--- src/rtl/drvirq_pkg.sv ---
package drvirq_pkg;
   typedef enum logic {
      POL_LOW  = 1'b0,
      POL_HIGH = 1'b1
   } pol_e;
endpackage

--- src/rtl/drvirq_merge.sv ---
module drvirq_merge
   import drvirq_pkg::*;
#(
   parameter pol_e EXT_POL = POL_LOW
) (
   input  logic ext_pin,
   input  logic ser_req,
   output logic req_any
);
   logic ext_active;

   generate
      if (EXT_POL == POL_LOW) begin : g_low
         assign ext_active = ~ext_pin;
      end else begin : g_high
         assign ext_active = ext_pin;
      end
   endgenerate

   assign req_any = ext_active | ser_req;
endmodule

--- src/rtl/drvirq_enable.sv ---
module drvirq_enable (
   input  logic clk,
   input  logic rst_n,
   input  logic en_set,
   input  logic en_clr,
   output logic en_q
);
   always_ff @(posedge clk or negedge rst_n) begin
      if (!rst_n)      en_q <= 1'b0;
      else if (en_clr) en_q <= 1'b0;
      else if (en_set) en_q <= 1'b1;
   end
endmodule

--- src/rtl/drvirq_gate.sv ---
module drvirq_gate #(
   parameter int          SLOT_W      = 4,
   parameter int          SAMPLE_SLOT = 6,
   parameter int          VEC_W       = 12,
   parameter logic [11:0] VECTOR      = 12'h005
) (
   input  logic              clk,
   input  logic              rst_n,
   input  logic              req_any,
   input  logic [SLOT_W-1:0] slot,
   input  logic              en_q,
   input  logic              reti,
   output logic              take,
   output logic [VEC_W-1:0]  vec_addr,
   output logic              busy
);
   localparam logic [SLOT_W-1:0] SLOT_HIT = SLOT_W'(SAMPLE_SLOT);
   localparam logic [VEC_W-1:0]  VEC_VAL  = VEC_W'(VECTOR);

   logic in_slot;
   logic accept;

   assign in_slot = (slot == SLOT_HIT);
   assign accept  = in_slot & req_any & en_q & ~busy;

   always_ff @(posedge clk or negedge rst_n) begin
      if (!rst_n) begin
         take     <= 1'b0;
         vec_addr <= '0;
         busy     <= 1'b0;
      end else begin
         take     <= accept;
         vec_addr <= accept ? VEC_VAL : '0;
         if (accept)    busy <= 1'b1;
         else if (reti) busy <= 1'b0;
      end
   end
endmodule

--- src/rtl/drvirq_accept.sv ---
module drvirq_accept
   import drvirq_pkg::*;
#(
   parameter int          SLOT_W      = 4,
   parameter int          SAMPLE_SLOT = 6,
   parameter int          VEC_W       = 12,
   parameter logic [11:0] VECTOR      = 12'h005,
   parameter pol_e        EXT_POL     = POL_LOW
) (
   input  logic              clk,
   input  logic              rst_n,
   input  logic              ext_req_n,
   input  logic              ser_req,
   input  logic [SLOT_W-1:0] slot,
   input  logic              en_set,
   input  logic              en_clr,
   input  logic              reti,
   output logic              take,
   output logic [VEC_W-1:0]  vec_addr,
   output logic              irq_en,
   output logic              in_service
);
   initial begin
      if (SLOT_W < 1 || SLOT_W > 8)
         $error("drvirq_accept: SLOT_W out of range");
      if (SAMPLE_SLOT < 0 || SAMPLE_SLOT >= (1 << SLOT_W))
         $error("drvirq_accept: SAMPLE_SLOT not reachable");
      if (VEC_W < 1 || VEC_W > 12)
         $error("drvirq_accept: VEC_W out of range");
   end

   logic req_any;

   drvirq_merge #(.EXT_POL(EXT_POL)) u_merge (
      .ext_pin (ext_req_n),
      .ser_req (ser_req),
      .req_any (req_any)
   );

   drvirq_enable u_en (
      .clk    (clk),
      .rst_n  (rst_n),
      .en_set (en_set),
      .en_clr (en_clr),
      .en_q   (irq_en)
   );

   drvirq_gate #(
      .SLOT_W      (SLOT_W),
      .SAMPLE_SLOT (SAMPLE_SLOT),
      .VEC_W       (VEC_W),
      .VECTOR      (VECTOR)
   ) u_gate (
      .clk      (clk),
      .rst_n    (rst_n),
      .req_any  (req_any),
      .slot     (slot),
      .en_q     (irq_en),
      .reti     (reti),
      .take     (take),
      .vec_addr (vec_addr),
      .busy     (in_service)
   );
endmodule

--- config.mk ---
export PLATFORM = sky130hd
export DESIGN_NAME = drvirq_accept
export DESIGN_NICKNAME = d
export VERILOG_FILES = /design/src/rtl/drvirq_pkg.sv /design/src/rtl/drvirq_merge.sv /design/src/rtl/drvirq_enable.sv /design/src/rtl/drvirq_gate.sv /design/src/rtl/drvirq_accept.sv
export SDC_FILE = /design/constraint.sdc
export NUM_CORES = 1
export LEC_CHECK = 0
export BUFFER_PORTS_ARGS = -buffer_cell sky130_fd_sc_hd__buf_2
export CORE_AREA = 2 2 39 41
export DETAILED_ROUTE_END_ITERATION = 10
export DIE_AREA = 0 0 41 43
export SLEW_MARGIN = 20
export SYNTH_ARGS = -nofsm -noshare
export SYNTH_HDL_FRONTEND = slang
export SYNTH_SLANG_ARGS = --single-unit
--- constraint.sdc ---
create_clock -name clk -period 1.5 [get_ports clk]
set_clock_uncertainty 0.15 [all_clocks]
set_input_delay 0.075 -clock clk [delete_from_list [all_inputs] [get_ports clk]]
set_output_delay 0.075 -clock clk [all_outputs]
set_load 0.02 [all_outputs]
==> flow_summary.html <==
<table>
<tr><th>Metric</th><th>Value</th></tr>
<tr><th colspan="2">Status</th></tr>
<tr><td>Status</td><td>complete, no violations</td></tr>
<tr><th colspan="2">Die</th></tr>
<tr><td>Initial standard-cell utilization of the core</td><td>16.27%</td></tr>
<tr><td>Number of rows created at floorplan</td><td>14</td></tr>
<tr><td>Die Footprint</td><td>1763 µm²</td></tr>
<tr><td>Overall die width</td><td>41 µm</td></tr>
<tr><td>Core area</td><td>1384 µm²</td></tr>
<tr><td>Vertical die dimension</td><td>43 µm</td></tr>
<tr><td>Count of pins on the block boundary</td><td>26</td></tr>
<tr><th colspan="2">Route</th></tr>
<tr><td>DR DRC count</td><td>0</td></tr>
<tr><td>Vias per std cell</td><td>3.222</td></tr>
<tr><td>Number of vias in the routed layout</td><td>203</td></tr>
<tr><td>Detail-routed net length per standard cell</td><td>7.873 µm</td></tr>
<tr><td>Drt pass-1 iters</td><td>2</td></tr>
<tr><td>Sum of routed wire length over all layers</td><td>496 µm</td></tr>
<tr><td>Number of design-rule violations left by the first detailed-router iteration</td><td>1</td></tr>
<tr><td>Final ANT Viol Nets</td><td>0</td></tr>
<tr><th colspan="2">Worst setup path</th></tr>
<tr><td>Startpoint of the most critical setup path</td><td>slot[0]</td></tr>
<tr><td>Register-to-Register Path Depth</td><td>2</td></tr>
<tr><td>CP Capture Type</td><td>flip-flop</td></tr>
<tr><td>Kind of launch point of the worst setup path</td><td>primary input</td></tr>
<tr><td>Critical setup path kind</td><td>primary input to flip-flop</td></tr>
<tr><td>Setup slack of the worst register-to-register path</td><td>0.13 ns</td></tr>
<tr><td>Destination of the worst register-to-register timing path</td><td>u_gate.busy</td></tr>
<tr><td>Critical-path maximum fanout</td><td>2</td></tr>
<tr><td>Arr. time, crit path</td><td>1.44 ns</td></tr>
<tr><td>Max stage delay on crit path</td><td>0.54 ns</td></tr>
<tr><td>Slowest cell on crit path</td><td>sky130_fd_sc_hd__dlygate4sd3_1</td></tr>
<tr><td>Start of the worst register-to-register path</td><td>u_gate.busy</td></tr>
<tr><td>Required arrival time at the worst endpoint</td><td>1.49 ns</td></tr>
<tr><td>Worst path cell trace</td><td>dlygate4sd3_1 &gt; buf_2 &gt; or4b_4 &gt; o32ai_2</td></tr>
<tr><th colspan="2">Final layout</th></tr>
<tr><td>Filler instances</td><td>150</td></tr>
<tr><td>Antenna Diode Count</td><td>0</td></tr>
<tr><td>Number of nets in the layout</td><td>59</td></tr>
<tr><td>Final std cells w/o fill</td><td>63</td></tr>
<tr><td>Relative area change from synthesis to final layout</td><td>60.00%</td></tr>
<tr><td>Layout cell share with drive strength beyond 1</td><td>42.55%</td></tr>
<tr><td>Flip-flop and latch area</td><td>75.07 µm²</td></tr>
<tr><td>Area of combinational cells with multiple inputs</td><td>90.09 µm²</td></tr>
<tr><td>Final core utilization</td><td>26.04%</td></tr>
<tr><th colspan="2">Clocking</th></tr>
<tr><td>Post-CTS sizing</td><td>0</td></tr>
<tr><td>Clock slew seen by the registers of the worst setup and hold paths</td><td>0.04 ns</td></tr>
<tr><td>Bufs on Longest Clock Path</td><td>2</td></tr>
<tr><td>Number of hold buffers added after cts</td><td>7</td></tr>
<tr><td>Clock latency on the worst-skew pair</td><td>0.23 ns</td></tr>
<tr><td>Clock Sink Count</td><td>3</td></tr>
<tr><td>Number of levels in the clock H-tree</td><td>1</td></tr>
<tr><td>Count of buffers added by post-CTS timing repair for setup</td><td>0</td></tr>
<tr><td>Inserted Clock Buffers</td><td>3</td></tr>
<tr><td>TritonCTS clock tree</td><td>done</td></tr>
<tr><td>Clock root buffer master</td><td>sky130_fd_sc_hd__clkbuf_4</td></tr>
<tr><th colspan="2">Timing</th></tr>
<tr><td>Final-report hold violation count</td><td>0</td></tr>
<tr><td>Final TNS setup</td><td>0 ns</td></tr>
<tr><td>Final max-slew violation count</td><td>0</td></tr>
<tr><td>Share of the clock period used by the worst path</td><td>96.82%</td></tr>
<tr><td>Unrepaired setup endpoints after global routing</td><td>no</td></tr>
<tr><td>Min Tclk post-route</td><td>1.452 ns</td></tr>
<tr><td>Count of endpoints failing setup in the final report</td><td>0</td></tr>
<tr><td>Highest achievable clock rate</td><td>688.6 MHz</td></tr>
<tr><th colspan="2">Global route</th></tr>
<tr><td>Vias in the first global route</td><td>195</td></tr>
<tr><td>Total Routing Usage GR</td><td>7.136%</td></tr>
<tr><td>Antenna violations before repair</td><td>0</td></tr>
<tr><td>Wire length of the first global-routing pass</td><td>738 µm</td></tr>
<tr><td>Total global routing overflow</td><td>0</td></tr>
<tr><td>Pin count of the biggest net entering global routing</td><td>4</td></tr>
<tr><th colspan="2">Synth</th></tr>
<tr><td>Synthesized cell area</td><td>225.2 µm²</td></tr>
<tr><td>Yosys warning total</td><td>0</td></tr>
<tr><td>Gate Count Post-Synth</td><td>24</td></tr>
<tr><td>#FFs+latches synth</td><td>3</td></tr>
<tr><td>Average size of a mapped cell</td><td>9.384 µm²</td></tr>
<tr><td>Distinct cell type count of the synthesized netlist</td><td>10</td></tr>
<tr><td>Sequential fraction of the synthesis area</td><td>33.33%</td></tr>
<tr><th colspan="2">Power</th></tr>
<tr><td>Worst VDD drop</td><td>0.3329 mV</td></tr>
<tr><td>Leakage dissipation</td><td>0.1997 nW</td></tr>
<tr><td>Design Power</td><td>297.6 µW</td></tr>
<tr><td>Cell Pwr Density</td><td>825.8 nW/µm²</td></tr>
<tr><th colspan="2">Placement</th></tr>
<tr><td>Placer's final routability congestion estimate</td><td>0.5701</td></tr>
<tr><td>Cell total after placement</td><td>52</td></tr>
<tr><td>Port bufs</td><td>15</td></tr>
<tr><th colspan="2">Worst hold path</th></tr>
<tr><td>Min-Delay Path Class</td><td>primary input to asynchronous set/reset pin</td></tr>
<tr><th colspan="2">Job</th></tr>
<tr><td>Total of max-cap violations</td><td>0</td></tr>
</table>
[metal layers]
metal	wire length [µm]	vias up	part of all wire, %	track usage, %
li1	-	99	-	-
met2	204	24	41	9.375
met4	0	0	0	2.000
met3	95	0	19	9.424
met1	197	80	40	6.452
met5	0	-	0	0
[worst max-delay path by stage]
stage             endpoint  slack (ns)  cells past startpoint
2_1_floorplan  u_gate.busy        0.06                      2
3_3_place_gp   u_gate.busy        0.16                      2
3_5_place_dp   u_gate.busy        0.13                      2
4_1_cts        u_gate.busy        0.07                      4
5_1_grt        u_gate.busy        0.03                      4
6_report       u_gate.busy        0.05                      4
[power by group]
part           leakage [nW]  switching, mW  internal [mW]
combinational         0.144         0.0386         0.0283
sequential           0.0403        0.00188         0.0841
clock                0.0150         0.0448         0.0999
total                 0.200         0.0853          0.212
[worst max-delay path: cells and delay by family]
family                 cells  cell delay (ns)
and+or+nand+nor            1             0.51
buffers and inverters      2             0.66
AOI/OAI and AO/OA          1             0.20
[synthesized netlist by cell type, drive strengths merged]
| cell | n | share of area, % |
|---|---|---|
| buf | 12 | 40 |
| conb | 1 | 1.7 |
| dfrtp | 3 | 33 |
| inv | 1 | 1.7 |
| nand2 | 1 | 1.7 |
| nor2 | 2 | 3.3 |
| nor2b | 1 | 2.8 |
| nor3 | 1 | 2.2 |
| o32ai | 1 | 7.2 |
| or4b | 1 | 6.1 |
[kinds of logic after synthesis]
kind of cell / synth area share (%)
buffers and inverters: 41.67
and+or+nand+nor: 16.11
DFF: 33.33
AOI/OAI and AO/OA: 7.224
other: 1.665
[through the flow]
stage               hold WS [ns]  area (µm²)  setup WS [ns]
finish                   0.02276       360.3        0.04773
global route             0.03076       360.3        0.03134
CTS                      0.01292       360.3        0.07204
detailed placement       -0.2745       264.0         0.1275
global placement         -0.2768       264.0         0.1586
floorplan                -0.3706       259.0        0.06488
[cell type report]
| cell class | instances | area share [%] |
|---|---|---|
| timing repair buffer | 22 | 40.28 |
| sequential | 3 | 20.83 |
| multi-input combinational | 17 | 25.00 |
| clock buffer | 4 | 7.292 |
| inverter | 1 | 1.042 |
| tap | 16 | 5.556 |
[flip-flops by register name (all words and copies together), names as in the netlist]
name             cells
u_gate.busy          1
u_en.en_q            1
u_gate.vec_addr      1
[placed cells by master (no fill, tap or decap)]
cell type,instances
sky130_fd_sc_hd__nand2_1,1
sky130_fd_sc_hd__clkbuf_1,1
sky130_fd_sc_hd__inv_1,1
sky130_fd_sc_hd__nor2b_1,1
sky130_fd_sc_hd__clkbuf_4,3
sky130_fd_sc_hd__nor3_1,1
sky130_fd_sc_hd__nor2_1,2
sky130_fd_sc_hd__dlygate4sd3_1,7
sky130_fd_sc_hd__dfrtp_1,3
sky130_fd_sc_hd__buf_2,15
sky130_fd_sc_hd__o32ai_2,1
sky130_fd_sc_hd__or4b_4,1
sky130_fd_sc_hd__conb_1,10
Power figures use the tool's default switching activity.
